[src/rtl/nic_csr_pkg.sv]
package nic_csr_pkg;
  localparam int IDX_W   = 4;
  localparam int IDX_LSB = 3;

  localparam logic [IDX_W-1:0] IX_BUSCFG = 4'd0;
  localparam logic [IDX_W-1:0] IX_TXPOLL = 4'd1;
  localparam logic [IDX_W-1:0] IX_RXPOLL = 4'd2;
  localparam logic [IDX_W-1:0] IX_RXBASE = 4'd3;
  localparam logic [IDX_W-1:0] IX_TXBASE = 4'd4;
  localparam logic [IDX_W-1:0] IX_STATUS = 4'd5;
  localparam logic [IDX_W-1:0] IX_OPMODE = 4'd6;
  localparam logic [IDX_W-1:0] IX_IMASK  = 4'd7;
  localparam logic [IDX_W-1:0] IX_SYNTH  = 4'd12;

  // status / mask bit positions
  localparam int SB_TXDONE  = 0;
  localparam int SB_TXNOBUF = 2;
  localparam int SB_RXDONE  = 6;
  localparam int SB_RXNOBUF = 7;
  localparam int SB_ABN     = 15;
  localparam int SB_NRM     = 16;

  // operating-mode and bus configuration fields
  localparam int OP_RXRUN   = 1;
  localparam int OP_TXRUN   = 13;
  localparam int BC_SWRST   = 0;
  localparam int BC_SKIP_LSB = 2;
  localparam int BC_SKIP_W   = 5;

  // synthetic process-state fields on status reads
  localparam int          RXST_LSB = 17;
  localparam logic [2:0]  RXST_RUN = 3'd3;
  localparam int          TXST_LSB = 20;
  localparam logic [2:0]  TXST_RUN = 3'd6;
  localparam int          SYN_DONE = 4;
  localparam int          SYN_PASS = 5;

  localparam int NEV = 4;  // event vector order: [3]=txdone [2]=txnobuf [1]=rxdone [0]=rxnobuf

  typedef struct packed {
    logic buscfg;
    logic txpoll;
    logic rxpoll;
    logic rxbase;
    logic txbase;
    logic status;
    logic opmode;
    logic imask;
  } wsel_t;
endpackage

[src/rtl/nic_csr_rst_sync.sv]
module nic_csr_rst_sync #(
  parameter int STAGES = 2
) (
  input  logic clk,
  input  logic rst_n_i,
  output logic rst_n_o
);
  logic [STAGES-1:0] sh_q;

  always_ff @(posedge clk or negedge rst_n_i) begin
    if (!rst_n_i) sh_q <= '0;
    else          sh_q <= {sh_q[STAGES-2:0], 1'b1};
  end

  assign rst_n_o = sh_q[STAGES-1];
endmodule

[src/rtl/nic_csr_decode.sv]
module nic_csr_decode
  import nic_csr_pkg::*;
(
  input  logic             en,
  input  logic             we,
  input  logic [IDX_W-1:0] idx,
  output wsel_t            wsel
);
  logic wr;

  always_comb begin
    wr          = en & we;
    wsel.buscfg = wr & (idx == IX_BUSCFG);
    wsel.txpoll = wr & (idx == IX_TXPOLL);
    wsel.rxpoll = wr & (idx == IX_RXPOLL);
    wsel.rxbase = wr & (idx == IX_RXBASE);
    wsel.txbase = wr & (idx == IX_TXBASE);
    wsel.status = wr & (idx == IX_STATUS);
    wsel.opmode = wr & (idx == IX_OPMODE);
    wsel.imask  = wr & (idx == IX_IMASK);
  end
endmodule

[src/rtl/nic_csr_cfg.sv]
module nic_csr_cfg
  import nic_csr_pkg::*;
#(
  parameter int DATA_W = 32
) (
  input  logic              clk,
  input  logic              rst_n,
  input  wsel_t             wsel,
  input  logic [DATA_W-1:0] wdata,
  output logic [DATA_W-1:0] bc_q,
  output logic [DATA_W-1:0] rxb_q,
  output logic [DATA_W-1:0] txb_q,
  output logic [DATA_W-1:0] op_q,
  output logic [DATA_W-1:0] mask_q,
  output logic [DATA_W-1:0] mask_d,
  output logic              tx_poll_q,
  output logic              rx_poll_q,
  output logic              rx_ld_q,
  output logic              tx_ld_q
);
  logic [DATA_W-1:0] bc_d, rxb_d, txb_d, op_d;
  logic              tx_poll_d, rx_poll_d, rx_ld_d, tx_ld_d;

  // next state
  always_comb begin
    bc_d            = wdata;
    bc_d[BC_SWRST]  = 1'b0;        // software reset never sticks
    rxb_d           = wdata;
    txb_d           = wdata;
    op_d            = wdata;
    mask_d          = wsel.imask ? wdata : mask_q;
    tx_poll_d       = wsel.txpoll | (wsel.opmode & wdata[OP_TXRUN]);
    rx_poll_d       = wsel.rxpoll;
    rx_ld_d         = wsel.rxbase;
    tx_ld_d         = wsel.txbase;
  end

  // registers with explicit enables
  always_ff @(posedge clk or negedge rst_n) begin
    if (!rst_n) begin
      bc_q      <= '0;
      rxb_q     <= '0;
      txb_q     <= '0;
      op_q      <= '0;
      mask_q    <= '0;
      tx_poll_q <= 1'b0;
      rx_poll_q <= 1'b0;
      rx_ld_q   <= 1'b0;
      tx_ld_q   <= 1'b0;
    end else begin
      if (wsel.buscfg) bc_q   <= bc_d;
      if (wsel.rxbase) rxb_q  <= rxb_d;
      if (wsel.txbase) txb_q  <= txb_d;
      if (wsel.opmode) op_q   <= op_d;
      if (wsel.imask)  mask_q <= mask_d;
      tx_poll_q <= tx_poll_d;
      rx_poll_q <= rx_poll_d;
      rx_ld_q   <= rx_ld_d;
      tx_ld_q   <= tx_ld_d;
    end
  end
endmodule

[src/rtl/nic_csr_irq.sv]
module nic_csr_irq
  import nic_csr_pkg::*;
(
  input  logic           clk,
  input  logic           rst_n,
  input  logic [NEV-1:0] ev_in,      // [3]=txdone [2]=txnobuf [1]=rxdone [0]=rxnobuf
  input  logic           clr_en,
  input  logic [NEV-1:0] clr_bits,
  input  logic           mask_we,
  input  logic [NEV-1:0] mask_ev,
  input  logic           mask_nrm,
  input  logic           mask_abn,
  output logic [NEV-1:0] ev_q,
  output logic           nrm_q,
  output logic           abn_q,
  output logic           irq_q
);
  logic [NEV-1:0] ev_d;
  logic           nrm_d, abn_d, irq_d, upd;

  always_comb begin
    upd = (|ev_in) | clr_en | mask_we;
    for (int i = 0; i < NEV; i++) begin
      // a new event beats a clear on the same bit
      ev_d[i] = (ev_q[i] & ~(clr_en & clr_bits[i])) | ev_in[i];
    end
    nrm_d = |(ev_d[3:1] & mask_ev[3:1]);
    abn_d = ev_d[0] & mask_ev[0];
    irq_d = (nrm_d & mask_nrm) | (abn_d & mask_abn);
  end

  always_ff @(posedge clk or negedge rst_n) begin
    if (!rst_n) begin
      ev_q  <= '0;
      nrm_q <= 1'b0;
      abn_q <= 1'b0;
      irq_q <= 1'b0;
    end else if (upd) begin
      ev_q  <= ev_d;
      nrm_q <= nrm_d;
      abn_q <= abn_d;
      irq_q <= irq_d;
    end
  end
endmodule

[src/rtl/nic_csr_rdmux.sv]
module nic_csr_rdmux
  import nic_csr_pkg::*;
#(
  parameter int DATA_W = 32
) (
  input  logic              rd_en,
  input  logic [IDX_W-1:0]  idx,
  input  logic [DATA_W-1:0] bc_q,
  input  logic [DATA_W-1:0] rxb_q,
  input  logic [DATA_W-1:0] txb_q,
  input  logic [DATA_W-1:0] sts_word,
  input  logic [DATA_W-1:0] op_q,
  input  logic [DATA_W-1:0] mask_q,
  output logic [DATA_W-1:0] rd_data
);
  logic [DATA_W-1:0] sts_rd, syn_rd;

  always_comb begin
    sts_rd = sts_word;
    if (op_q[OP_RXRUN]) sts_rd[RXST_LSB +: 3] = sts_rd[RXST_LSB +: 3] | RXST_RUN;
    if (op_q[OP_TXRUN]) sts_rd[TXST_LSB +: 3] = sts_rd[TXST_LSB +: 3] | TXST_RUN;
    syn_rd           = '0;
    syn_rd[SYN_DONE] = 1'b1;
    syn_rd[SYN_PASS] = 1'b1;

    rd_data = '0;
    if (rd_en) begin
      case (idx)
        IX_BUSCFG: rd_data = bc_q;
        IX_RXBASE: rd_data = rxb_q;
        IX_TXBASE: rd_data = txb_q;
        IX_STATUS: rd_data = sts_rd;
        IX_OPMODE: rd_data = op_q;
        IX_IMASK:  rd_data = mask_q;
        IX_SYNTH:  rd_data = syn_rd;
        default:   rd_data = '0;   // poll-demand and unimplemented
      endcase
    end
  end
endmodule

[src/rtl/nic_csr_top.sv]
module nic_csr_top
  import nic_csr_pkg::*;
#(
  parameter int ADDR_W = 8,
  parameter int DATA_W = 32
) (
  input  logic              clk,
  input  logic              rst_n,
  input  logic              acc_en,
  input  logic              acc_we,
  input  logic [ADDR_W-1:0] acc_addr,
  input  logic [DATA_W-1:0] acc_wdata,
  output logic [DATA_W-1:0] rd_data,
  input  logic              ev_tx_done,
  input  logic              ev_tx_nobuf,
  input  logic              ev_rx_done,
  input  logic              ev_rx_nobuf,
  output logic              irq_o,
  output logic              tx_poll_o,
  output logic              rx_poll_o,
  output logic [4:0]        skip_len_o,
  output logic [DATA_W-1:0] rx_base_o,
  output logic [DATA_W-1:0] tx_base_o,
  output logic              rx_ptr_ld_o,
  output logic              tx_ptr_ld_o
);
  logic              rst_n_s;
  logic [IDX_W-1:0]  idx;
  wsel_t             wsel;
  logic [DATA_W-1:0] bc_q, rxb_q, txb_q, op_q, mask_q, mask_d, sts_word;
  logic [NEV-1:0]    ev_in, ev_q, clr_bits, mask_ev;
  logic              nrm_q, abn_q;

  nic_csr_rst_sync #(.STAGES(2)) u_rst (
    .clk(clk), .rst_n_i(rst_n), .rst_n_o(rst_n_s)
  );

  assign idx = acc_addr[IDX_LSB +: IDX_W];

  nic_csr_decode u_dec (
    .en(acc_en), .we(acc_we), .idx(idx), .wsel(wsel)
  );

  nic_csr_cfg #(.DATA_W(DATA_W)) u_cfg (
    .clk(clk), .rst_n(rst_n_s), .wsel(wsel), .wdata(acc_wdata),
    .bc_q(bc_q), .rxb_q(rxb_q), .txb_q(txb_q), .op_q(op_q),
    .mask_q(mask_q), .mask_d(mask_d),
    .tx_poll_q(tx_poll_o), .rx_poll_q(rx_poll_o),
    .rx_ld_q(rx_ptr_ld_o), .tx_ld_q(tx_ptr_ld_o)
  );

  assign ev_in    = {ev_tx_done, ev_tx_nobuf, ev_rx_done, ev_rx_nobuf};
  assign clr_bits = {acc_wdata[SB_TXDONE], acc_wdata[SB_TXNOBUF],
                     acc_wdata[SB_RXDONE], acc_wdata[SB_RXNOBUF]};
  assign mask_ev  = {mask_d[SB_TXDONE], mask_d[SB_TXNOBUF],
                     mask_d[SB_RXDONE], mask_d[SB_RXNOBUF]};

  nic_csr_irq u_irq (
    .clk(clk), .rst_n(rst_n_s), .ev_in(ev_in),
    .clr_en(wsel.status), .clr_bits(clr_bits),
    .mask_we(wsel.imask), .mask_ev(mask_ev),
    .mask_nrm(mask_d[SB_NRM]), .mask_abn(mask_d[SB_ABN]),
    .ev_q(ev_q), .nrm_q(nrm_q), .abn_q(abn_q), .irq_q(irq_o)
  );

  always_comb begin
    sts_word             = '0;
    sts_word[SB_TXDONE]  = ev_q[3];
    sts_word[SB_TXNOBUF] = ev_q[2];
    sts_word[SB_RXDONE]  = ev_q[1];
    sts_word[SB_RXNOBUF] = ev_q[0];
    sts_word[SB_ABN]     = abn_q;
    sts_word[SB_NRM]     = nrm_q;
  end

  nic_csr_rdmux #(.DATA_W(DATA_W)) u_rd (
    .rd_en(acc_en & ~acc_we), .idx(idx),
    .bc_q(bc_q), .rxb_q(rxb_q), .txb_q(txb_q), .sts_word(sts_word),
    .op_q(op_q), .mask_q(mask_q), .rd_data(rd_data)
  );

  assign skip_len_o = bc_q[BC_SKIP_LSB +: BC_SKIP_W];
  assign rx_base_o  = rxb_q;
  assign tx_base_o  = txb_q;
endmodule

[config.mk]
export PLATFORM = sky130hd
export DESIGN_NAME = nic_csr_top
export DESIGN_NICKNAME = d
export VERILOG_FILES = /design/src/rtl/nic_csr_pkg.sv /design/src/rtl/nic_csr_rst_sync.sv /design/src/rtl/nic_csr_decode.sv /design/src/rtl/nic_csr_cfg.sv /design/src/rtl/nic_csr_irq.sv /design/src/rtl/nic_csr_rdmux.sv /design/src/rtl/nic_csr_top.sv
export SDC_FILE = /design/constraint.sdc
export NUM_CORES = 1
export LEC_CHECK = 0
export BUFFER_PORTS_ARGS = -buffer_cell sky130_fd_sc_hd__buf_2
export CAP_MARGIN = 20
export CELL_PAD_IN_SITES_DETAIL_PLACEMENT = 0
export CELL_PAD_IN_SITES_GLOBAL_PLACEMENT = 2
export CORE_MARGIN = 2
export CORE_UTILIZATION = 40
export DETAILED_ROUTE_END_ITERATION = 16
export GPL_TIMING_DRIVEN = 0
export PLACE_DENSITY = 0.93
export SLEW_MARGIN = 20
export SYNTH_ARGS = -nofsm -noshare
export SYNTH_HDL_FRONTEND = slang
export SYNTH_SLANG_ARGS = --single-unit
[constraint.sdc]
create_clock -name clk -period 9.78 [get_ports clk]
set_clock_uncertainty 0.05 [all_clocks]
set_input_delay 0.489 -clock clk [delete_from_list [all_inputs] [get_ports clk]]
set_output_delay 0.489 -clock clk [all_outputs]
set_load 0.01 [all_outputs]
* After elaboration in Yosys (flattened, before gate mapping) *
Cells that the tools add are included.
W data, S select, Z words.

operators by class
  reduce and logical (&&, ||, !) cells = 3
  mux-type cells = 5
  bitwise logic cells = 36
  equal/unequal tests = 8

operators with widths
  operator              count
  $pmux W32 S7          1
  $mux W32              1
  $and A1 B1 Y1         22
  $mux W17              1
  $eq A4 B3 Y1 const B  4
  $eq A4 B2 Y1 const B  2
  $or A1 B1 Y1          8
  $not A1 Y1            5
  $eq A4 B1 Y1 const B  1
  $eq A4 B4 Y1 const B  1
  $logic_not A4 Y1      1
  $reduce_or A4 Y1      1
  $and A3 B3 Y3         1
  $mux W3               1
  $reduce_or A3 Y1      1
  $mux W2               1

word-level totals
  output and inout bits = 106
  register bits after elaboration = 172
  word-level logic and storage cells = 66

* Longest topological paths before layout *
  depth in word-level cells = 10
  mapped depth = 9
  depth with buffers taken out = 5

* Cells and area by module *
From an unflattened synthesis, not the netlist that was laid out.

second synthesis, totals
  cell total of the unflattened synthesis = 681
  area, all modules = 9,126.3 µm²

by module, submodules not included
  module            area each (µm²)  cells an instance  times used
  nic_csr_cfg       6,800.3          379                1
  nic_csr_rdmux     1,846.8          254                1
  nic_csr_irq       335.3            30                 1
  nic_csr_decode    72.6             13                 1
  nic_csr_rst_sync  53.8             3                  1
  nic_csr_top       17.5             2                  1

* Least setup slack after synthesis *
Ideal clock, no wire load.

  path kind = input port to output port
  from = in acc_addr[4]
  to = out rd_data[23]
  arrival time = 1.918 ns
  cell stages on the path = 6
  required time = 9.241 ns
  path slack = 7.323 ns
  path through = buf_2 > nor4_1 > clkbuf_1 > clkbuf_1 > a22oi_1 > a21oi_1

between the ends
  longest elaborated chain between the ends = 3
  elaborated cells on any way between the ends = 9

ends and longest elaborated chain
  element                               line                 RTL
  start, declared                       nic_csr_top.sv:11    input logic [ADDR_W-1:0] acc_addr,
  $eq A4 B4 Y1 (tied with other cells)  nic_csr_rdmux.sv:28  case (idx)
  $pmux W32 S7 (*)                      nic_csr_rdmux.sv:28
  $mux W32 (*)                          nic_csr_rdmux.sv:27  if (rd_en) begin
  end, declared                         nic_csr_top.sv:13    output logic [DATA_W-1:0] rd_data,

Mark *: on every way between the ends. The rest lies on a longest branch, timed or not.

* Final worst setup path *
  from = in acc_addr[5]
  to = out rd_data[21]

The elaborated chain is that of the path after synthesis.

==> qor.csv <==
stage,metric,value,unit
cts,Resize count post-CTS,0,
layout,fin util,50.2,%
critical_path,WS Path Type,input pin to output pin,
layout,nets,774,
sta,final hold vios,0,
power,PD cells,208,nW/um^2
cts,setup repair bufs after CTS,0,
layout,P&R area growth vs syn,22.3,%
synth,Syn. warnings,0,
status,outcome,"finished, final reports clean",
floorplanning,die extent in y,141,um
power,Leak,4.23,nW
floorplanning,DIE WIDTH,141,um
global_routing,Tot GR Track Use,23.0,%
cts,TritonCTS Buffers,17,
sta,Tmin final,3550,ps
detailed_routing,top sig layer,met4,
floorplanning,CORE AREA,18100,sq um
synth,Seq cells post-synth,172,
detailed_routing,DR DRC count,0,
cts,"CTS clk-pin slew, worst paths",60,ps
cts,clock sinks,172,
critical_path,crit path max fanout,10,
global_routing,global-route wire length before repair,34.1,mm
sta,final worst-path cycle share,36.3,%
detailed_routing,Final ANT Viol Nets,0,
hold_path,Hold WC Path Type,input pin to register,
synth,Synth area leader,dfrtp_1,
sta,Max Slew Vio Count,0,
cts,maximum root-to-sink buffer count,2,
detailed_routing,Detailed Route WL,22.2,mm
critical_path,crit path DAT,3010,ps
sta,final setup TNS,0,ps
synth,Syn Inst Count,557,
detailed_routing,Metal-1 WL,9.67,mm
synth,top_reg_cell synth,dfrtp_1,
critical_path,critical path launch point type,input pin,
synth,Avg Inst Size Synth,13.4,sq um
global_routing,total grt overflow,0,
placement,placed cell count,935,
synth,Mapped Nets,605,
cts,CTS tree,yes,
global_routing,largest net degree at the start of global routing,55,
floorplanning,Placement Rows,49,
floorplanning,Starting Density,41.1,%
sta,Hold Slack,241,ps
layout,Final Non-Filler Cells,968,
synth,synthesized cell area,7460,sq um
synth,Yosys top cell area share,57.7,%
detailed_routing,total iterations of the first detailed-routing run,7,
synth,register area share after synthesis,57.7,%
cts,Max H-tree Level,4,
synth,Synth async-reset ratio,100,%
synth,top post-synthesis cells by area,"dfrtp_1 (58%), mux2_2 (23%), a22oi_1 (6.5%), a31oi_1 (2.2%), nand2_1 (1.5%)",
global_routing,vias in the first global route,5826,
job,Max-cap violations,0,
layout,"commonest non-fill, non-tap cells in the layout","dfrtp_1 (171), buf_2 (161), mux2_2 (155), a22oi_1 (65), nand2_1 (30)",
sta,Max Freq,282,MHz
detailed_routing,Routed met3 length,1.44,mm
placement,IO buf count,146,
global_routing,initial antenna violation count,0,
floorplanning,Die Area,19800,sq um
detailed_routing,vias per cell,5.73,
sta,max_slew headroom,41.6,%
detailed_routing,Routed wire per std cell,22.9,um
critical_path,CP Capture Type,output pin,
synth,Unique masters post-synth,32,
sta,unrepaired setup endpoints after global routing,no,
power,maximum vdd drop,0.132,mV
critical_path,CP required,9240,ps
cts,Worst-Skew Late Latency,440,ps
synth,Post-synth EDFFs,0,
cts,Root Buffer,clkbuf_16,
layout,"most common cell after layout, fill and taps aside",dfrtp_1,
detailed_routing,Iter 0 DRT Violations,526,
layout,ant diodes,0,
detailed_routing,via count,5548,
floorplanning,Ports,154,
placement,dpl hpwl,15.5,mm
detailed_routing,WL met2,10.5,mm
sta,Slew @ Worst Pin,870,ps
placement,Final Wtd Congestion,0.850,
sta,Final setup viols,0,
layout,layout cells sized above 1,49.3,%
## path summary, 6_finish.rpt
check | endpoint | cells after the start | from | slack [ps]
worst max-delay path | rd_data[21] | 8 | acc_addr[5] | 6230
worst min-delay path | u_irq.ev_q[3]$_DFFE_PN0P_ | 2 | ev_tx_done | 240
worst max register to register | u_irq.irq_q$_DFFE_PN0P_ | 3 | u_cfg.mask_q[2]$_DFFE_PN0N_ | 8350
worst min register to register | u_cfg.rxb_q[11]$_DFFE_PN0P_ | 0 | u_rst.sh_q[1]$_DFF_PN0_ | 250
max in group asynchronous | u_cfg.txb_q[4]$_DFFE_PN0P_ | 2 | u_rst.sh_q[1]$_DFF_PN0_ | 8490
min in group asynchronous | u_cfg.rxb_q[11]$_DFFE_PN0P_ | 0 | u_rst.sh_q[1]$_DFF_PN0_ | 250
## cells by family (layout without fill, tap and decap cells)
group	after synthesis	in the layout	synth area share (%)
multiplexers	158	158	24.0
flip-flops	172	172	57.7
other	1	1	0.0503
buffers and inverters	51	233	3.42
AO/OA/AOI/OAI	118	118	11.2
AND/OR/NAND/NOR	57	57	3.64
## metal layers
metal,up-vias,global-route usage (%)
met2,221,36.4
met3,37,5.16
met1,2874,31.4
met5,-,0
met4,0,8.32
li1,2416,-
## power by group
group | switching [mW] | internal, mW | total (mW)
clock | 0.299 | 0.353 | 0.652
combinational | 0.139 | 0.161 | 0.300
sequential | 0.0965 | 0.844 | 0.941
total | 0.534 | 1.36 | 1.89
## critical path, stage by stage
cell and delay, ps:
buf_2 110, clkbuf_1 200, nor4_1 340, clkbuf_1 620, clkbuf_1 590, a22oi_1 190, a31oi_1 270, buf_2 190
## layout make-up
type / count / area [sq um]
clock inverters: 15 / 136
inverters: 3 / 11.3
clock buffers: 17 / 425
repair buffers: 150 / 808
well taps: 229 / 287
fillers: 1603 / 9030
multi-input cells: 334 / 2900
flip-flops and latches: 172 / 4310
plain buffers: 48 / 244
## sequential cells by signal, summed over array words and instances (netlist names)
| signal | cells |
|---|---|
| u_cfg.rxb_q | 32 |
| u_cfg.rx_poll_q | 1 |
| u_irq.irq_q | 1 |
| u_cfg.mask_q | 32 |
| u_cfg.tx_poll_q | 1 |
| u_cfg.rx_ld_q | 1 |
| u_cfg.tx_ld_q | 1 |
| u_irq.abn_q | 1 |
| u_rst.sh_q | 2 |
| u_cfg.op_q | 32 |
| u_irq.ev_q | 4 |
| u_irq.nrm_q | 1 |
| u_cfg.txb_q | 32 |
| u_cfg.bc_q | 31 |
## through the flow
step                      worst slack [ps]  cell area [sq um]  power (mW)
after global routing                  6040               9120        1.97
after global placement                2960               8480        1.23
after CTS                             6300               9120        1.90
after detailed placement              6310               8550        1.25
final                                 6230               9120        1.89
after floorplan                       4580               7460        1.11
## what timing repair did
item                                   in CTS  in global routing
hold buffers                                1                  0
setup endpoints to repair                   0                  0
endpoints found under the hold margin       2                  0
## cells in the mapped netlist (4+ instances only)
| master | instances |
|---|---|
| dfrtp_1 | 172 |
| mux2_2 | 155 |
| a22oi_1 | 65 |
| nand2_1 | 30 |
| a31oi_1 | 26 |
| clkbuf_1 | 21 |
| buf_2 | 15 |
| a21oi_1 | 8 |
| a222oi_1 | 7 |
| buf_4 | 6 |
| nand3_1 | 6 |
| nor2_1 | 6 |
| o21ai_0 | 6 |
| a21o_1 | 4 |
Power figures use the tool's default switching activity.
